$ cat config.mk
export PLATFORM = sky130hd
export DESIGN_NAME = irq_vec_ctrl
export DESIGN_NICKNAME = d
export VERILOG_FILES = /design/src/rtl/irq_pkg.sv /design/src/rtl/irq_regs.sv /design/src/rtl/irq_arbiter.sv /design/src/rtl/irq_nest.sv /design/src/rtl/irq_vec_ctrl.sv
export SDC_FILE = /design/constraint.sdc
export NUM_CORES = 1
export LEC_CHECK = 0
export ABC_CLOCK_PERIOD_IN_PS = 4980
export BUFFER_PORTS_ARGS = -buffer_cell sky130_fd_sc_hd__buf_4
export CORE_UTILIZATION = 52
export CTS_CLUSTER_SIZE = 12
export DETAILED_ROUTE_END_ITERATION = 12
export PLACE_DENSITY_LB_ADDON = 0.08
export SYNTH_ARGS = -nofsm -noshare
export SYNTH_HDL_FRONTEND = slang
export SYNTH_SLANG_ARGS = --single-unit
$ cat constraint.sdc
create_clock -name clk -period 4.98 [get_ports clk]
set_clock_uncertainty 0.05 [all_clocks]
set_input_delay 0.996 -clock clk [delete_from_list [all_inputs] [get_ports clk]]
set_output_delay 0.996 -clock clk [all_outputs]
set_load 0.01 [all_outputs]
$ cat src/rtl/irq_pkg.sv
package irq_pkg;

    localparam int NSRC      = 5;
    localparam int IDXW      = $clog2(NSRC);
    localparam int DW        = 8;
    localparam int GLOBAL_EN = 7;
    localparam logic [DW-1:0] VEC_BASE = 8'h03;
    localparam int VEC_SHIFT = 3;
    localparam logic [DW-1:0] EN_KEEP  = 8'h9F;
    localparam logic [DW-1:0] PRI_KEEP = 8'h1F;

    typedef struct packed {
        logic            hit;
        logic [IDXW-1:0] idx;
    } pick_t;

    typedef enum logic {
        SEL_ENABLE   = 1'b0,
        SEL_PRIORITY = 1'b1
    } reg_sel_e;

    function automatic pick_t first_set(input logic [NSRC-1:0] v);
        pick_t p;
        p = '0;
        for (int i = NSRC - 1; i >= 0; i--) begin
            if (v[i]) begin
                p.hit = 1'b1;
                p.idx = IDXW'(i);
            end
        end
        return p;
    endfunction

    function automatic logic [DW-1:0] vec_of(input logic [IDXW-1:0] idx);
        return VEC_BASE + (DW'(idx) << VEC_SHIFT);
    endfunction

endpackage

$ cat src/rtl/irq_regs.sv
module irq_regs
    import irq_pkg::*;
(
    input  logic            clk,
    input  logic            rst,
    input  logic            wr,
    input  logic            sel,
    input  logic [DW-1:0]   wdata,
    output logic [DW-1:0]   rdata,
    output logic            gen,
    output logic [NSRC-1:0] src_en,
    output logic [NSRC-1:0] src_pri
);
    logic [DW-1:0] en_q;
    logic [DW-1:0] pri_q;

    always_ff @(posedge clk) begin
        if (rst) begin
            en_q  <= '0;
            pri_q <= '0;
        end else if (wr) begin
            if (reg_sel_e'(sel) == SEL_ENABLE) en_q  <= wdata & EN_KEEP;
            else                               pri_q <= wdata & PRI_KEEP;
        end
    end

    assign rdata   = (reg_sel_e'(sel) == SEL_ENABLE) ? en_q : pri_q;
    assign gen     = en_q[GLOBAL_EN];
    assign src_en  = en_q[NSRC-1:0];
    assign src_pri = pri_q[NSRC-1:0];
endmodule

$ cat src/rtl/irq_arbiter.sv
module irq_arbiter
    import irq_pkg::*;
(
    input  logic [NSRC-1:0] req,
    input  logic            gen,
    input  logic [NSRC-1:0] src_en,
    input  logic [NSRC-1:0] src_pri,
    input  logic            isr_hi,
    input  logic            isr_lo,
    output pick_t           win,
    output logic            win_high
);
    logic [NSRC-1:0] elig;
    pick_t           hi_p;
    pick_t           lo_p;

    assign elig = req & src_en & {NSRC{gen}};
    assign hi_p = first_set(elig & src_pri);
    assign lo_p = first_set(elig & ~src_pri);

    always_comb begin
        win      = '0;
        win_high = 1'b0;
        if (hi_p.hit && !isr_hi) begin
            win      = hi_p;
            win_high = 1'b1;
        end else if (lo_p.hit && !isr_hi && !isr_lo) begin
            win = lo_p;
        end
    end
endmodule

$ cat src/rtl/irq_nest.sv
module irq_nest (
    input  logic clk,
    input  logic rst,
    input  logic fire,
    input  logic fire_high,
    input  logic reti,
    output logic isr_hi,
    output logic isr_lo
);
    logic hi_d;
    logic lo_d;

    always_comb begin
        hi_d = isr_hi;
        lo_d = isr_lo;
        if (reti) begin
            if (isr_hi) hi_d = 1'b0;
            else        lo_d = 1'b0;
        end
        if (fire) begin
            if (fire_high) hi_d = 1'b1;
            else           lo_d = 1'b1;
        end
    end

    always_ff @(posedge clk) begin
        if (rst) begin
            isr_hi <= 1'b0;
            isr_lo <= 1'b0;
        end else begin
            isr_hi <= hi_d;
            isr_lo <= lo_d;
        end
    end
endmodule

$ cat src/rtl/irq_vec_ctrl.sv
module irq_vec_ctrl
    import irq_pkg::*;
(
    input  logic            clk,
    input  logic            rst,
    input  logic [NSRC-1:0] req_i,
    input  logic            boundary_i,
    input  logic            reti_i,
    input  logic            reg_wr_i,
    input  logic            reg_sel_i,
    input  logic [DW-1:0]   reg_wdata_i,
    output logic [DW-1:0]   reg_rdata_o,
    output logic            take_o,
    output logic [DW-1:0]   vector_o,
    output logic [NSRC-1:0] ack_o
);
    logic            gen_w;
    logic [NSRC-1:0] en_w;
    logic [NSRC-1:0] pri_w;
    logic            isr_hi_w;
    logic            isr_lo_w;
    pick_t           win_w;
    logic            win_high_w;
    logic            fire_w;

    irq_regs u_regs (
        .clk(clk), .rst(rst), .wr(reg_wr_i), .sel(reg_sel_i),
        .wdata(reg_wdata_i), .rdata(reg_rdata_o),
        .gen(gen_w), .src_en(en_w), .src_pri(pri_w)
    );

    irq_arbiter u_arb (
        .req(req_i), .gen(gen_w), .src_en(en_w), .src_pri(pri_w),
        .isr_hi(isr_hi_w), .isr_lo(isr_lo_w),
        .win(win_w), .win_high(win_high_w)
    );

    assign fire_w = boundary_i & win_w.hit;

    irq_nest u_nest (
        .clk(clk), .rst(rst), .fire(fire_w), .fire_high(win_high_w),
        .reti(reti_i), .isr_hi(isr_hi_w), .isr_lo(isr_lo_w)
    );

    always_ff @(posedge clk) begin
        if (rst) begin
            take_o   <= 1'b0;
            vector_o <= '0;
            ack_o    <= '0;
        end else begin
            take_o <= fire_w;
            if (fire_w) begin
                vector_o <= vec_of(win_w.idx);
                ack_o    <= NSRC'(1) << win_w.idx;
            end else begin
                ack_o <= '0;
            end
        end
    end
endmodule

==> run metrics, run 1 <==
hold crit path type reg -> reg; hold_sp vector_o[1]$_SDFFE_PP0N_; Leak about 0.63 nW; Die Y 49.6 um; WHS around 0.42 ns; Vias/cell around 6; Synth area leader dfxtp_1; residual DRC count 0; Post-DP HPWL 1950 um; drt pass-1 iters 4; Top Ports a little over 40; CP max stage cell mux2_2; largest net degree at the start of global routing 22; Seq/Total Area, Yosys 0.391; run status complete, no violations; startpoint of the worst-slack reg-to-reg timing path u_regs.en_q[7]$_SDFFE_PP0P_; htree depth 1; max_cap viols 0; total track usage 0.224; drt initial violations 37; final setup fails 0; RePlAce Congestion about 0.82; vias in the first global route approximately 1000; Final Slew Violations 0; CP max FO 13; Synth cell types 38; top_reg_cell synth dfxtp_1; setup TNS 0 ns; FF+latch count, synth 23; Nets 184; Syn Inst Count 135; post-CTS sizing 0; die area about 2500 um^2; power per cell area 228 nW/um^2; Cell Chain, Critical Path buf_4, mux2_2, buf_4; CTS buffer count 3; FMAX approximately 370 MHz; CP startpoint reg_sel_i; most frequent cell after synthesis dfxtp_1; RSZ-0062 raised after global routing no; clock sink total 23; CP top delay family multiplexers; antenna cells 0; IO Port Bufs 33; top post-synthesis cells by area dfxtp_1 39%, mux2i_1 5.1%, mux2_2 4.8%; clk_lat worst skew 0.31 ns; average wire per standard cell around 14 um; Yosys top cell area share 0.391; Worst-path clk slew 0.11 ns; Post-Syn Area 1180 um^2; GR Overflow Total 0; core area slightly above 2000 um^2; Ys Warns 0; layout cells sized above 1 0.262; Final period util 0.546; number of core rows 16; WP data arrival 1.67 ns; CTS tree done; worst vdd ir 149 uV; final hold vios 0; WP buf/inv 2; top cells by count, synth 23 x dfxtp_1, 10 x nand2_1, 9 x a21oi_1, 9 x nand3_1, 9 x nor2_1; Critical Path RT just under 4 ns; initial antenna violation count 0; Hold-fix buffers, CTS 0; Post-synth EDFFs 0; async set or reset register ratio after synthesis 0; Crit. End Element primary output; Setup Buffers After CTS 0; WS Path Type in -> out; CTS Buffer Depth 2; Antenna Nets Post-Route 0; Critical Path Max Stage Delay 0.36 ns; fin crit period ~2.7 ns; Die X 49.6 um; area delta synth->final 20.1%; WL final 2620 um; initial core utilization 0.577; first-pass GRT wire length 4390 um; syn avg cell area about 8.7 um^2; Root Buffer clkbuf_4; routed via count 1122; element type at the critical path start input port; most numerous cell on the critical path buf_4
cell usage in the layout, fill, tap and decap left out, types with 3 or more instances in the layout:
| master | count |
|---|---|
| nor2b_1 | 4 |
| buf_4 | 33 |
| nand2_1 | 10 |
| clkbuf_4 | 3 |
| o21ai_1 | 3 |
| nor2_1 | 9 |
| nand4b_1 | 4 |
| nand4_1 | 7 |
| a21oi_1 | 9 |
| dfxtp_1 | 23 |
| mux2_2 | 5 |
| conb_1 | 5 |
| mux2i_1 | 6 |
| or3_1 | 3 |
| nand3_1 | 9 |
| inv_1 | 4 |
path summary, 6_finish.rpt:
kind / to / slack [ns] / depth (start not counted)
hold reg to reg: vector_o[1]$_SDFFE_PP0N_ / 0.42 / 2
hold / removal: vector_o[1]$_SDFFE_PP0N_ / 0.42 / 2
setup / recovery: reg_rdata_o[0] / 2.26 / 3
setup reg to reg: u_nest.isr_lo$_SDFF_PP0_ / 2.99 / 5
metal layers:
| layer | share of wire | GRT usage |
|---|---|---|
| met1 | 0.43 | 0.275 |
| met3 | 0.067 | 0.0370 |
| met5 | 0 | 0 |
| met2 | 0.50 | 0.410 |
| met4 | 0.0061 | 0.0381 |
per-stage QoR:
step | instance area [um^2] | std cells | util | total power, mW | setup WS, ns
floorplan | 1190 | 139 | - | 0.224 | 2.26
global placement | 1390 | 187 | 0.680 | 0.238 | 2.29
detailed placement | 1390 | 187 | 0.680 | 0.240 | 2.27
CTS | 1410 | 191 | 0.692 | 0.323 | 2.26
global route | 1410 | 191 | 0.692 | 0.337 | 2.25
finish | 1410 | 191 | 0.692 | 0.322 | 2.26
registers in the layout, indices dropped and copies added, names as in the netlist:
name	cells
ack_o	5
take_o	1
u_nest.isr_hi	1
u_nest.isr_lo	1
u_regs.en_q	6
u_regs.pri_q	5
vector_o	4
layout make-up:
cell class	instances	area, um^2
multi-input cells	100	631
inverters	4	15.0
fillers	189	628
clock buffers	4	26.3
flip-flops and latches	23	460
repair buffers	33	248
well taps	27	33.8
logic make-up after synthesis:
kind of cell	after synthesis	share of synthesized area
AND/OR/NAND/NOR	56	0.264
flip-flops	23	0.391
buffers and inverters	16	0.0861
other	1	0.00319
AO/OA/AOI/OAI	28	0.157
multiplexers	11	0.0988
worst register-to-register path, stage by stage, from the launching register on:
cell and delay (ns):
dfxtp_1 0.65, nand4b_1 0.28, nand4_1 0.21, o21ai_1 0.19
or3_1 0.42, a21oi_1 0.12
report_power, final:
part           total, mW  internal, mW  switching (mW)
combinational     0.0413        0.0208          0.0205
sequential         0.195         0.189         0.00636
clock             0.0859        0.0313          0.0546
total              0.322         0.241          0.0815
No activity file was read; power rests on OpenSTA's default activity.
==> run 2, diff against run 1 <==
ABC_CLOCK_PERIOD_IN_PS = 2800   (was 4980)
CORE_UTILIZATION = 48   (was 52)
clock period = 2.8 ns   (was 4.98 ns; I/O delays follow)
==> run metrics, run 2 (synthesis gave the netlist of run 1 again) <==
FMAX just over 500 MHz; RePlAce Congestion 0.838 (was 0.820); setup TNS 0 ns (unchanged); DP Area 1390 um^2 (about the same); Nets 184 (unchanged); register area 460 um^2 (unchanged); Worst-path clk slew 0.13 ns (was 0.11 ns); Final Core Density 0.628 (was 0.692); antenna cells 0 (unchanged); Non-Filler Instances 192 (was 191); WL final 2540 um (was 2620 um); Hold-fix buffers, CTS 0 (unchanged); WS Path Type reg -> reg (was in -> out); area delta synth->final 20.3% (was 20.1%); largest reg by FF count u_regs.en_q (unchanged); post-place setup slack 0.872 ns (was 2.27 ns); Antenna Nets Post-Route 0 (unchanged); Crit. End Element register (was primary output); element type at the critical path start register (was input port); final hold vios 0 (unchanged); multi-input combinational cell area 631 um^2 (unchanged); Layout Cell Area excl Fill 1420 um^2 (was 1410 um^2); hold crit path type in -> reg (was reg -> reg); Post-DP HPWL 1910 um (was 1950 um); CTS buffer count 3 (unchanged); layout cells sized above 1 0.268 (was 0.262); post-CTS sizing 0 (unchanged); final setup fails 0 (unchanged); fin crit period approximately 1.9 ns; largest net degree at the start of global routing 22 (unchanged); initial antenna violation count 0 (unchanged); WHS 0.420 ns (was 0.424 ns); Die X 51.5 um (was 49.6 um); residual DRC count 0 (unchanged); worst vdd ir 263 uV (was 149 uV); power per cell area 407 nW/um^2 (was 228 nW/um^2); die area 2650 um^2 (was 2460 um^2); htree depth 1 (unchanged); average wire per standard cell 13.2 um (was 13.7 um); drt initial violations 26 (was 37); vias in the first global route 985 (was 1037); biggest regs u_regs.en_q: 6 flops, ack_o: 5 flops, u_regs.pri_q: 5 flops (unchanged); Total Power 577 uW (was 322 uW); WP data arrival 2.15 ns (was 1.67 ns); RSZ-0062 raised after global routing no (unchanged); Root Buffer clkbuf_4 (unchanged); GR Overflow Total 0 (unchanged); Largest register FFs 6 (unchanged); max_cap viols 0 (unchanged); IO Port Bufs 33 (unchanged); total track usage 0.215 (was 0.224); Final period util 0.692; Final Slew Violations 0 (unchanged); initial core utilization 0.522 (was 0.577); CP max FO 17 (was 13); most common cell after layout, fill and taps aside buf_4 (unchanged); CTS Buffer Depth 2 (unchanged); routed via count 1076 (was 1122); number of core rows 17 (was 16); Leak 0.628 nW (was 0.626 nW); Vias/cell 5.60 (was 5.87); CTS tree done (unchanged); Top Ports 41 (unchanged); final setup margin 0.862 ns (was 2.26 ns); Setup Buffers After CTS 0 (unchanged); first-pass GRT wire length 4310 um (was 4390 um); Critical Path RT 3.01 ns (was 3.93 ns); clock sink total 23 (unchanged); Die Y 51.5 um (was 49.6 um); most frequent cells in the layout 33 x buf_4, 23 x dfxtp_1, 10 x nand2_1 (unchanged); clk_lat worst skew 0.32 ns (was 0.31 ns); cell total after placement 188 (was 187); flop-to-flop setup slack 0.86 ns (was 2.99 ns); drt pass-1 iters 4 (unchanged); run status complete, no violations (unchanged); core area 2250 um^2 (was 2040 um^2); # fillers 207 (was 189)
-- run 2: report_power, final --
part,switching [mW],internal [mW],total [mW]
clock,0.104,0.0535,0.157
combinational,0.0352,0.0370,0.0722
sequential,0.0116,0.336,0.347
-- run 2: path summary, 6_finish.rpt --
path	end	from	depth (start not counted)
setup reg to reg	vector_o[5]$_SDFFE_PP0N_	u_regs.en_q[7]$_SDFFE_PP0P_	5
hold reg to reg	vector_o[1]$_SDFFE_PP0N_	vector_o[1]$_SDFFE_PP0N_	2
hold / removal	u_regs.en_q[7]$_SDFFE_PP0P_	reg_wdata_i[7]	3
setup / recovery	vector_o[5]$_SDFFE_PP0N_	u_regs.en_q[7]$_SDFFE_PP0P_	5
-- run 2: layer usage --
| metal | track usage | part of all wire | vias to the layer above |
|---|---|---|---|
| li1 | - | - | 545 |
| met1 | 0.253 | 0.43 | 483 |
| met2 | 0.392 | 0.50 | 40 |
| met3 | 0.0263 | 0.047 | 8 |
| met4 | 0.0811 | 0.017 | 0 |
| met5 | 0 | 0 | - |
-- run 2: area by class of cell --
type                       instances  area share
clock buffer                       3      0.0159
clock inverter                     1     0.00353
inverter                           4      0.0106
multi-input combinational        100       0.445
sequential                        23       0.325
tap                               28      0.0247
timing repair buffer              33       0.175
-- run 2: critical path, stage by stage, from the launching register on --
cell and delay [ns]:
dfxtp_1 0.65, nand4_1 0.25, nand3_1 0.21, o21ai_1 0.20
a221o_1 0.39, a21oi_1 0.13
==> run 3, diff against run 2 <==
ABC_CLOCK_PERIOD_IN_PS = 1710   (was 2800)
CORE_UTILIZATION = 44   (was 48)
clock period = 1.71 ns   (was 2.8 ns; I/O delays follow)
==> run metrics, run 3 (synthesis gave the netlist of run 1 again) <==
routed via count 1135 (was 1076); M1 WL 1170 um (was 1100 um); Root Buffer clkbuf_4 (unchanged); biggest regs u_regs.en_q: 6 flops, ack_o: 5 flops, u_regs.pri_q: 5 flops (unchanged); element type at the critical path start register (unchanged); highest routed layer met4 (unchanged); most frequent cells in the layout 45 x buf_4, 22 x dfxtp_1, 10 x nand2_1 (was 33 x buf_4, 23 x dfxtp_1, 10 x nand2_1); fin crit period 1.71 ns (was 1.94 ns); clock sink total 23 (unchanged); Final Slew Violations 0 (unchanged); crit path to vector_o[5]$_SDFFE_PP0N_ (unchanged); final setup margin -0.00477 ns (was 0.862 ns); Critical Path RT 1.93 ns (was 3.01 ns); drt pass-1 iters 4 (unchanged); worst vdd ir 422 uV (was 263 uV); Post-DP HPWL 1960 um (was 1910 um); number of core rows 18 (was 17); average wire per standard cell 13.0 um (was 13.2 um); RePlAce Congestion 0.855 (was 0.838); final hold vios 0 (unchanged); Die Y 53.7 um (was 51.5 um); post-place setup slack -0.0538 ns (was 0.872 ns); Worst-path clk slew 0.13 ns (about the same); antenna cells 0 (unchanged); cell total after placement 200 (was 188); CTS Buffer Depth 2 (unchanged); startpoint of the worst-slack reg-to-reg timing path u_regs.en_q[7]$_SDFFE_PP0P_ (unchanged); hold crit path type in -> reg (unchanged); initial core utilization 0.471 (was 0.522); worst reg2reg path depth 6 (was 5); Non-Filler Instances 208 (was 192); WS Path Type reg -> reg (unchanged); max_cap viols 0 (unchanged); IO Port Bufs 33 (unchanged); die area 2890 um^2 (was 2650 um^2); Hold-fix buffers, CTS 0 (unchanged); power per cell area 607 nW/um^2 (was 407 nW/um^2); CP max FO 7 (was 17); drt initial violations 9 (was 26); reg2reg end vector_o[5]$_SDFFE_PP0N_ (unchanged); most common cell after layout, fill and taps aside buf_4 (unchanged); CP startpoint u_regs.en_q[7]$_SDFFE_PP0P_ (unchanged); Antenna Nets Post-Route 0 (unchanged); area delta synth->final 34.6% (was 20.3%); Final period util 1.00 (was 0.692); htree depth 1 (unchanged); metal2 WL 1370 um (was 1280 um); violated checks negative setup slack; Leak 0.713 nW (was 0.628 nW); CTS tree done (unchanged); DR WL met3 96 um (was 118 um); GR Overflow Total 0 (unchanged); Largest register FFs 6 (unchanged); Top Ports 41 (unchanged); Die X 53.7 um (was 51.5 um); vias in the first global route 926 (was 985); initial antenna violation count 0 (unchanged); layout cells sized above 1 0.382 (was 0.268); final setup fails 1 (was 0); RSZ-0062 raised after global routing yes (was no); Crit. End Element register (unchanged); WP data arrival 1.93 ns (was 2.15 ns); flop-to-flop setup slack -0.005 ns (was 0.86 ns); Vias/cell 5.46 (was 5.60); run status finished with violations (was complete, no violations); Nets 198 (was 184); FMAX 583 MHz (was 516 MHz); largest reg by FF count u_regs.en_q (unchanged); WHS 0.198 ns (was 0.420 ns); core area 2500 um^2 (was 2250 um^2); clk_lat worst skew 0.32 ns (about the same); residual DRC count 0 (unchanged); setup TNS -0.00477 ns (was 0 ns); first-pass GRT wire length 4140 um (was 4310 um); WL final 2710 um (was 2540 um); CTS buffer count 3 (unchanged); largest net degree at the start of global routing 22 (unchanged); total track usage 0.198 (was 0.215)
[run 3: changes by cell type in the layout (fill, tap and decap cells not counted), sizes merged]
cell	previous run	this run
buf	33	47
[run 3: metal layers]
metal / track usage / vias to the layer above
li1: - / 567
met1: 0.242 / 532
met2: 0.331 / 29
met3: 0.0311 / 7
met4: 0.105 / 0
met5: 0 / -
[run 3: critical path, cell delays in order, from the launching register on]
cell,delay [ns]
dfxtp_4,0.38
buf_12,0.13
nand4_1,0.17
nand3_2,0.14
or3_4,0.40
a221o_1,0.28
a21oi_2,0.11
[run 3: how the worst min path moves through the flow]
stage                                       startpoint  cells after the start                           end  slack (ns)
after floorplan           u_regs.pri_q[2]$_SDFFE_PP0P_                      2  u_regs.pri_q[2]$_SDFFE_PP0P_        0.41
final                                   reg_wdata_i[7]                      3   u_regs.en_q[7]$_SDFFE_PP0P_        0.20
after CTS                               reg_wdata_i[7]                      3   u_regs.en_q[7]$_SDFFE_PP0P_        0.19
after detailed placement      vector_o[1]$_SDFFE_PP0N_                      2      vector_o[1]$_SDFFE_PP0N_        0.41
after global routing                    reg_wdata_i[1]                      3   u_regs.en_q[1]$_SDFFE_PP0P_        0.21
after global placement        vector_o[1]$_SDFFE_PP0N_                      2      vector_o[1]$_SDFFE_PP0N_        0.40
[run 3: cell type report]
type                            instances  area, um^2
Tap cell                               30        37.5
Clock buffer                            3        22.5
Sequential cell                        23         464
Inverter                                4        15.0
Multi-Input combinational cell        100         672
Clock inverter                          1        5.00
Timing Repair Buffer                   47         369
Fill cell                             235         915
[run 3: where the power goes]
| group | total, mW | switching, mW | internal [mW] |
|---|---|---|---|
| registers | 0.564 | 0.0149 | 0.549 |
| clock network | 0.261 | 0.173 | 0.0877 |
| logic | 0.137 | 0.0650 | 0.0722 |
| total | 0.962 | 0.253 | 0.709 |
[run 3: timing repair]
action,CTS,global route
setup endpoints to repair,9,9
endpoints found under the hold margin,0,0
cloned,0,0
resized for setup,1,13
setup buffers,0,4
pin swaps,0,12
[run 3: stage by stage]
| stage | utilization | area [um^2] | power (mW) |
|---|---|---|---|
| floorplan | - | 1190 | 0.652 |
| global placement | 0.587 | 1470 | 0.699 |
| detailed placement | 0.587 | 1470 | 0.704 |
| CTS | 0.598 | 1500 | 0.965 |
| global route | 0.634 | 1590 | 1.01 |
| finish | 0.634 | 1590 | 0.962 |
